File: config.mk
export PLATFORM = sky130hd
export DESIGN_NAME = utx_cell_sink
export DESIGN_NICKNAME = d
export VERILOG_FILES = /design/src/rtl/utx_pkg.sv /design/src/rtl/utx_parity_chk.sv /design/src/rtl/utx_cell_assembler.sv /design/src/rtl/utx_cell_store.sv /design/src/rtl/utx_flow_ctl.sv /design/src/rtl/utx_cell_sink.sv
export SDC_FILE = /design/constraint.sdc
export NUM_CORES = 2
export LEC_CHECK = 0
export ABC_AREA = 1
export BUFFER_PORTS_ARGS = -buffer_cell sky130_fd_sc_hd__buf_2
export CORE_UTILIZATION = 60
export DETAILED_ROUTE_END_ITERATION = 6
export MAX_ROUTING_LAYER = met4
export PLACE_DENSITY = 0.82
export SYNTH_ARGS = -nofsm -noshare
export SYNTH_HDL_FRONTEND = slang
export SYNTH_SLANG_ARGS = --single-unit
File: constraint.sdc
create_clock -name clk -period 4.93 [get_ports clk]
set_input_delay 1.2325 -clock clk [delete_from_list [all_inputs] [get_ports clk]]
set_output_delay 1.2325 -clock clk [all_outputs]
set_load 0.02 [all_outputs]
File: src/rtl/utx_pkg.sv
package utx_pkg;

   typedef enum logic {
      FLOW_WORD = 1'b0,
      FLOW_CELL = 1'b1
   } flow_mode_e;

   // Number of bits needed to hold the value n.
   function automatic int bits_for(input int n);
      int r;
      r = 1;
      while ((1 << r) <= n) r++;
      return r;
   endfunction

endpackage

File: src/rtl/utx_parity_chk.sv
module utx_parity_chk #(
   parameter int DATA_W = 32
) (
   input  logic              clk,
   input  logic              rst_n,
   input  logic              acc,
   input  logic [DATA_W-1:0] data,
   input  logic              par,
   input  logic              even_sel,
   output logic              par_err
);
   localparam int LANES = DATA_W / 8;

   logic [LANES-1:0] lane_x;
   logic             total;

   for (genvar g = 0; g < LANES; g++) begin : g_lane
      assign lane_x[g] = ^data[8*g +: 8];
   end

   assign total = (^lane_x) ^ par;

   always_ff @(posedge clk) begin
      if (!rst_n) par_err <= 1'b0;
      else        par_err <= acc && (total != !even_sel);
   end

   AST_PERR_ONLY_TAKEN: assert property (@(posedge clk) disable iff (!rst_n)
      par_err |-> $past(acc));

endmodule

File: src/rtl/utx_cell_assembler.sv
module utx_cell_assembler #(
   parameter int DATA_W     = 32,
   parameter int CELL_WORDS = 13,
   parameter int DEPTH      = 52,
   parameter int PTR_W      = 6,
   parameter int CNT_W      = 6,
   parameter int PART_W     = 4
) (
   input  logic              clk,
   input  logic              rst_n,
   input  logic              acc,
   input  logic              soc,
   input  logic [DATA_W-1:0] data,
   input  logic              pop,
   output logic              we,
   output logic [PTR_W-1:0]  waddr,
   output logic [DATA_W:0]   wword,
   output logic [CNT_W-1:0]  commit_words,
   output logic [CNT_W-1:0]  free_words,
   output logic              runt_flag
);
   localparam logic [CNT_W-1:0]  DEPTH_C = CNT_W'(DEPTH);
   localparam logic [CNT_W-1:0]  CELL_C  = CNT_W'(CELL_WORDS);
   localparam logic [PART_W-1:0] LAST_C  = PART_W'(CELL_WORDS - 1);

   logic [PTR_W-1:0]  base_ptr, base_n;
   logic [PART_W-1:0] part_cnt, part_n;
   logic [CNT_W-1:0]  commit_n, used;
   logic              hunt, hunt_n, runt_n, do_commit;
   logic [PTR_W-1:0]  hole;

   function automatic logic [PTR_W-1:0] wrap_add(input logic [PTR_W-1:0] a,
                                                 input logic [CNT_W-1:0] b);
      logic [CNT_W:0] s;
      s = (CNT_W+1)'(a) + (CNT_W+1)'(b);
      if (s >= (CNT_W+1)'(DEPTH)) s = s - (CNT_W+1)'(DEPTH);
      return s[PTR_W-1:0];
   endfunction

   assign used       = commit_words + CNT_W'(part_cnt);
   assign free_words = DEPTH_C - used;
   assign hole       = wrap_add(base_ptr, CNT_W'(part_cnt));

   always_comb begin
      base_n    = base_ptr;
      part_n    = part_cnt;
      hunt_n    = hunt;
      runt_n    = runt_flag;
      do_commit = 1'b0;
      we        = 1'b0;
      waddr     = hole;
      wword     = {1'b0, data};
      if (acc) begin
         if (soc) begin
            runt_n = runt_flag | (part_cnt != '0);
            part_n = '0;
            if (commit_words < DEPTH_C) begin
               we     = 1'b1;
               waddr  = base_ptr;
               wword  = {1'b1, data};
               part_n = PART_W'(1);
               hunt_n = 1'b0;
            end else begin
               hunt_n = 1'b1;
            end
         end else if (!hunt) begin
            if (used < DEPTH_C) begin
               we = 1'b1;
               if (part_cnt == LAST_C) begin
                  do_commit = 1'b1;
                  part_n    = '0;
                  base_n    = wrap_add(base_ptr, CELL_C);
                  hunt_n    = 1'b1;
               end else begin
                  part_n = part_cnt + PART_W'(1);
               end
            end else begin
               part_n = '0;
               hunt_n = 1'b1;
            end
         end
      end
      commit_n = commit_words + (do_commit ? CELL_C : '0) - (pop ? CNT_W'(1) : '0);
   end

   always_ff @(posedge clk) begin
      if (!rst_n) begin
         base_ptr     <= '0;
         part_cnt     <= '0;
         hunt         <= 1'b1;
         runt_flag    <= 1'b0;
         commit_words <= '0;
      end else begin
         base_ptr     <= base_n;
         part_cnt     <= part_n;
         hunt         <= hunt_n;
         runt_flag    <= runt_n;
         commit_words <= commit_n;
      end
   end

   AST_NO_OVERFLOW: assert property (@(posedge clk) disable iff (!rst_n)
      used <= DEPTH_C);
   AST_PART_BOUND: assert property (@(posedge clk) disable iff (!rst_n)
      part_cnt < PART_W'(CELL_WORDS));
   AST_IDLE_HOLD: assert property (@(posedge clk) disable iff (!rst_n)
      !acc |=> $stable(part_cnt) && $stable(base_ptr));
   AST_RUNT_STICKY: assert property (@(posedge clk) disable iff (!rst_n)
      runt_flag |=> runt_flag);

endmodule

File: src/rtl/utx_cell_store.sv
module utx_cell_store #(
   parameter int DATA_W = 32,
   parameter int DEPTH  = 52,
   parameter int PTR_W  = 6
) (
   input  logic              clk,
   input  logic              rst_n,
   input  logic              we,
   input  logic [PTR_W-1:0]  waddr,
   input  logic [DATA_W:0]   wword,
   input  logic              pop,
   output logic [DATA_W-1:0] rd_data,
   output logic              rd_sof
);
   logic [DATA_W:0]  mem [DEPTH];
   logic [PTR_W-1:0] rd_ptr;

   always_ff @(posedge clk) begin
      if (we) mem[waddr] <= wword;
   end

   always_ff @(posedge clk) begin
      if (!rst_n)   rd_ptr <= '0;
      else if (pop) rd_ptr <= (rd_ptr == PTR_W'(DEPTH - 1)) ? '0 : rd_ptr + PTR_W'(1);
   end

   assign rd_data = mem[rd_ptr][DATA_W-1:0];
   assign rd_sof  = mem[rd_ptr][DATA_W];

endmodule

File: src/rtl/utx_flow_ctl.sv
module utx_flow_ctl #(
   parameter int CELL_WORDS  = 13,
   parameter int FULL_MARGIN = 4,
   parameter int CNT_W       = 6,
   parameter bit FLOW_REG    = 1'b0
) (
   input  logic             clk,
   input  logic             rst_n,
   input  logic [CNT_W-1:0] free_words,
   input  logic             cell_level,
   input  logic             pol_inv,
   output logic             flow_out
);
   import utx_pkg::*;

   flow_mode_e mode;
   logic       full_c, cav_c, flow_c;

   assign mode   = cell_level ? FLOW_CELL : FLOW_WORD;
   assign full_c = free_words <= CNT_W'(FULL_MARGIN);
   assign cav_c  = free_words >= CNT_W'(CELL_WORDS);
   assign flow_c = (mode == FLOW_CELL) ? (cav_c ^ pol_inv) : !(full_c ^ pol_inv);

   if (FLOW_REG) begin : g_reg
      always_ff @(posedge clk) begin
         if (!rst_n) flow_out <= !pol_inv;
         else        flow_out <= flow_c;
      end
   end else begin : g_comb
      assign flow_out = flow_c;
   end

endmodule

File: src/rtl/utx_cell_sink.sv
module utx_cell_sink #(
   parameter int DATA_W      = 32,
   parameter int CELL_WORDS  = 13,
   parameter int NUM_CELLS   = 4,
   parameter int FULL_MARGIN = 4,
   parameter bit FLOW_REG    = 1'b0
) (
   input  logic              clk,
   input  logic              rst_n,
   input  logic              tx_en_n,
   input  logic [DATA_W-1:0] tx_data,
   input  logic              tx_par,
   input  logic              tx_soc,
   input  logic              cfg_par_even,
   input  logic              cfg_cell_level,
   input  logic              cfg_pol_inv,
   output logic              flow_out,
   output logic              par_err,
   output logic              runt_flag,
   input  logic              rd_en,
   output logic              rd_valid,
   output logic [DATA_W-1:0] rd_data,
   output logic              rd_sof
);
   localparam int DEPTH  = CELL_WORDS * NUM_CELLS;
   localparam int PTR_W  = utx_pkg::bits_for(DEPTH - 1);
   localparam int CNT_W  = utx_pkg::bits_for(DEPTH);
   localparam int PART_W = utx_pkg::bits_for(CELL_WORDS);

   if (DATA_W % 8 != 0 || DATA_W < 8) begin : g_chk_w
      $error("utx_cell_sink: DATA_W must be a non-zero multiple of 8");
   end
   if (CELL_WORDS < 2) begin : g_chk_c
      $error("utx_cell_sink: CELL_WORDS must be at least 2");
   end
   if (NUM_CELLS < 1) begin : g_chk_n
      $error("utx_cell_sink: NUM_CELLS must be at least 1");
   end
   if (FULL_MARGIN >= DEPTH) begin : g_chk_m
      $error("utx_cell_sink: FULL_MARGIN must be below the store depth");
   end

   logic              acc, pop, we;
   logic [PTR_W-1:0]  waddr;
   logic [DATA_W:0]   wword;
   logic [CNT_W-1:0]  commit_words, free_words;

   assign acc      = !tx_en_n;
   assign rd_valid = commit_words != '0;
   assign pop      = rd_en && rd_valid;

   utx_parity_chk #(.DATA_W(DATA_W)) u_par (
      .clk(clk), .rst_n(rst_n), .acc(acc), .data(tx_data), .par(tx_par),
      .even_sel(cfg_par_even), .par_err(par_err));

   utx_cell_assembler #(
      .DATA_W(DATA_W), .CELL_WORDS(CELL_WORDS), .DEPTH(DEPTH),
      .PTR_W(PTR_W), .CNT_W(CNT_W), .PART_W(PART_W)
   ) u_asm (
      .clk(clk), .rst_n(rst_n), .acc(acc), .soc(tx_soc), .data(tx_data),
      .pop(pop), .we(we), .waddr(waddr), .wword(wword),
      .commit_words(commit_words), .free_words(free_words),
      .runt_flag(runt_flag));

   utx_cell_store #(.DATA_W(DATA_W), .DEPTH(DEPTH), .PTR_W(PTR_W)) u_store (
      .clk(clk), .rst_n(rst_n), .we(we), .waddr(waddr), .wword(wword),
      .pop(pop), .rd_data(rd_data), .rd_sof(rd_sof));

   utx_flow_ctl #(
      .CELL_WORDS(CELL_WORDS), .FULL_MARGIN(FULL_MARGIN),
      .CNT_W(CNT_W), .FLOW_REG(FLOW_REG)
   ) u_flow (
      .clk(clk), .rst_n(rst_n), .free_words(free_words),
      .cell_level(cfg_cell_level), .pol_inv(cfg_pol_inv), .flow_out(flow_out));

   AST_POP_NEEDS_DATA: assert property (@(posedge clk) disable iff (!rst_n)
      (rd_en && !rd_valid) |=> !$rose(rd_valid) || $past(acc));

endmodule

# == Word level (Yosys, flattened, before mapping) ==
# Memories as Yosys holds them, arrays and structs flattened. A register that Yosys moved wholly into a read port is not among the register bits.
# Cells that the tools add are included.
# op_classes
add_sub_neg,10
magnitude_cmp,6
n_eq_ne,4
mux,36
bitwise_logic,7
n_reduce_logical,15
# ops
cell,count
$mux W33,3
$mux W6,8
$reduce_xor A8 Y1,4
$mux W1,20
$mux W4,5
$ge A7 B6 Y1 const B,2
$lt A6 B6 Y1 const B,2
$sub A6 B6 Y6 const B,2
$add A6 B4 Y7,1
$add A6 B4 Y7 const B,1
$add A6 B1 Y6 const B,1
$add A6 B4 Y6,1
$add A6 B6 Y6,1
$eq A6 B6 Y1 const B,1
$ge A6 B4 Y1 const B,1
$le A6 B3 Y1 const B,1
$reduce_bool A6 Y1,1
$sub A6 B6 Y6,1
$sub A6 B6 Y6 const A,1
$reduce_and A5 Y1,1
$add A4 B1 Y4 const B,1
$eq A4 B4 Y1 const B,1
$reduce_and A2 Y1,2
$reduce_bool A4 Y1,1
8 further kinds,15
# totals
ff_bits,25
ramBits,1716
in_bits,41
output_inout_bits,37
elab_cells,86
mem_count,1
# mem_list
memory,depth,width,read_ports,rd_clocked_by_memory_dff,write_ports,line_no,rtl
u_store.mem,52,33,1,1,1,utx_cell_store.sv:15,logic [DATA_W:0] mem [DEPTH];

# == Depth between registers and ports, before layout ==
# depth
word_depth,9
ltp_mapped,26

# == Cells and area by module ==
# A second synthesis with hierarchy kept.
# hier_totals
hier_cells,6313
area_unflattened_um2,72662.2
# modules_own_cells
module,instances,cells_per_inst,area_each_um2,seq_area_each_um2
utx_cell_store,1,5772,69624.3,51769.7
utx_cell_assembler,1,338,2183.3,360.3
utx_parity_chk,1,179,749.5,20.0
utx_flow_ctl,1,17,77.6,0.0
utx_cell_sink,1,7,27.5,0.0

# == Least setup slack after synthesis ==
# OpenSTA, ideal clock, no wires.
# synth_path
kind,input to register
start,in tx_soc
end,"mem u_store.mem[37][0] in the netlist's numbering, enable pin"
setup_ns,0.423
arrival_ns,3.914
required_ns,4.507
setup_slack_ns,0.593
stages,9
n_path_buf,0
cell_sequence,inv_1 > nor2_1 > nand2_1 > inv_2 > or2_2 > o21ai_2 > inv_2 > nand3_1 > nor2_1
# synth_between
elab_chain_cells,4
word_cells_on_any_way,6
classes_between,mux (6)
# synth_rtl
item,line_no,rtl
"start, declared",utx_cell_sink.sv:13,"input logic tx_soc,"
$mux W1,utx_cell_assembler.sv:54,if (soc) begin
$mux W1,utx_cell_assembler.sv:53,if (acc) begin
$mux W1,utx_cell_store.sv:19,if (we) mem[waddr] <= wword;
$mux W1 (implied by the code),utx_cell_store.sv:19,
"end, declared",utx_cell_store.sv:15,
# Parallel ways exist; a longest one is shown, timed or not.

==> flow_summary.ini <==
[outcome]
status = finished with violations
failed_checks = design-rule violations, negative setup slack

[route]
drc_errors = 1
drt_iter0_markers = 9187
drt_pass1_iterations = 7
avgRoutedWirePerCell_um = 28.9
viasPerCell = 6.97
wl_mm = 203
vias = 49000
antenna_left = 0

[floorplanning]
design.core.area_sq_um = 115000
initial_core_util = 0.608
die-area_sq_um = 118000
ios = 78
rows = 124
die_h_um = 343
die_x_um = 343

[place]
place_hpwl_mm = 109
pre_cts_ws_ps = 759
dpl-instance-area_sq_um = 73100
gp_congestion = 0.922
io_buffers = 77

[setup_path]
worstPathArrival_ps = 3710
worstSetupPathType = register to primary output
crit_path_max_fanout = 84
start_kind = register
crit_required_ps = 3700
crit_path_end_kind = primary output
regToRegSetupSlack_ps = 690

[logic_synthesis]
ys_top_cells_by_area = edfxtp_1, o21ai_0, nor2_1
syn_area_per_cell_sq_um = 13.1
synth-seq-cells = 1747
synth_top_area_cell = edfxtp_1
synth_top_area_share = 0.738
yosysSeqAreaShare = 0.747
synth_nets = 5394
ys_types = 42
synth_area_sq_um = 69800
syn_inst = 5323
yosys_warnings = 0

[cts]
cts_tree = built
clock_path_buffers = 3
clk_pin_slew_ps = 60
cts_root_buffer = clkbuf_16
cts_inserted_buffers = 164
htree_levels = 4
clk_latency_ps = 800
cts.sinks = 1747

[timing]
rsz0062_at_grt = true
final.setup_skew_ps = 22.9
relSlewSlack = 0.412
tightest_slew_ps = 881
finalCriticalPeriod_ps = 4940
finalSetupViolCount = 1
fin_ws_ps = -13.7
hold_viol_final = 0
drv_slew = 0
fmaxAchievable_mhz = 202
timing.final.crit_share = 1.00

[power]
p_per_area_nw_per_um2 = 450
leakage_nw = 25.5
peakVddDrop_mv = 0.377

[job]
cap_violations = 0

[global_route]
grt_pass1_vias = 47600
overflow = 0
grt_max_degree = 182
antenna_found_initial = 13
grt_first_pass_wirelength_mm = 294
grt.total_usage = 0.351

[hold_path]
hp-class = register to register

[cells_and_area]
drive_above_1_share = 0.105
final_area_sq_um = 78500
finalNetCount = 5462
fin_util = 0.684
area_growth_pct = 12.4
-- final cells by class --
type / instances / area, sq um
diodes: 12 / 30.0
clock inverters: 86 / 931
inverters: 79 / 337
clock buffers: 206 / 4270
well taps: 1512 / 1890
repair buffers: 275 / 2720
fillers: 6981 / 36300
flip-flops and latches: 1747 / 52200
multi-input cells: 3124 / 16100
-- cells by family (layout without fill, tap and decap cells) --
logic type      Yosys count  after routing  share of synthesized area
simple gates           1422           1422                     0.0804
buf+inv                 452            646                     0.0277
compound gates         1632           1632                      0.134
flops                  1747           1747                      0.747
fa+ha+maj                30             30                    0.00570
xor+xnor                 40             40                    0.00523
other cells               0             12                          0
-- path summary, 6_finish.rpt --
path                            depth (start not counted)                           start                            end
worst max-delay path                                    9                        register                    rd_data[26]
worst min-delay path                                    2    u_asm.runt_flag$_SDFFE_PN0P_   u_asm.runt_flag$_SDFFE_PN0P_
worst max register to register                         17  u_asm.part_cnt[0]$_SDFFE_PN0P_  u_store.mem[30][30]$_DFFE_PP_
worst min register to register                          2    u_asm.runt_flag$_SDFFE_PN0P_   u_asm.runt_flag$_SDFFE_PN0P_
-- layout by cell type (no fill, tap or decap), types with 6 or more instances in the layout --
cell       count
edfxtp_1    1716
diode_2       12
dfxtp_1       26
buf_12        58
buf_4        134
nand4_1       12
nand2_2       11
o21ai_1       71
xnor2_1       22
clkinv_2      19
xor2_1        16
nand2_1      192
clkbuf_1      41
o22ai_1      335
buf_2         77
nand3_1      113
o221ai_1     149
a21oi_1       49
clkinv_16      7
inv_1         68
nor2_4        52
o211ai_1      81
or2_1          6
o21ai_0      941
clkbuf_16    165
clkinv_1      38
inv_2          7
ha_1          27
nor2_1      1015
bufinv_16     11
-- stage by stage --
stage	TNS [ps]	hold WS, ps	total power (W)	instances
6_report	-13.7	501	0.0353	7041
5_1_grt	-7.10	562	0.0363	7038
4_1_cts	0	514	0.0350	7024
3_5_place_dp	0	497	0.0229	6731
3_3_place_gp	0	504	0.0226	6731
2_1_floorplan	0	483	0.0207	5323
-- routing by layer --
metal / track usage / wire length (um) / up-vias
met1: 0.435 / 66000 / 23400
li1: - / - / 20100
met2: 0.515 / 91900 / 4664
met4: 0.219 / 13600 / 0
met5: - / 0 / -
met3: 0.0954 / 31700 / 871
-- repair_timing --
action | 4_1_cts | 5_1_grt
buffers inserted | 0 | 4
endpoints found under the setup margin | 1 | 31
pin swaps | 0 | 2
hold buffers | 0 | 0
resized for setup | 1 | 8
gates cloned | 1 | 1
-- cell usage after synthesis, drive strengths merged --
library cell	count
fa	3
a21o	1
dfxtp	31
nand3	116
a21oi	49
nor3	3
edfxtp	1716
o22ai	335
nand2	203
nand4	12
nand3b	1
or2	12
nor2	1072
a211oi	1
clkinv	1
xnor2	23
xor2	17
ha	27
and3	1
inv	78
o31ai	2
clkbuf	245
nor3b	1
o221ai	149
o211ai	81
o21ai	1014
nor4	1
buf	128
-- sequential cells by signal, indices dropped and copies added, names as in the netlist, named ones only --
signal / flops
u_par.par_err: 1
u_store.mem: 1716
u_store.rd_ptr: 6
u_asm.base_ptr: 6
u_asm.part_cnt: 4
u_asm.hunt: 1
u_asm.runt_flag: 1
u_asm.commit_words: 6
-- power by group --
group	switching, W	leakage (nW)	internal [W]
Combinational	0.00468	7.31	0.00185
Sequential	0.0000992	15.7	0.0164
Clock	0.00551	2.51	0.00678
Total	0.0103	25.5	0.0250
-- worst max-delay path, stage by stage, from the launching register on --
cell	delay (ps)
dfxtp_4	610
buf_12	320
buf_4	360
o21ai_0	180
o22ai_1	280
o21ai_0	130
o221ai_1	420
nand3_1	130
o21ai_1	180
buf_2	220
Note: power is estimated with default switching activity, not from simulation.
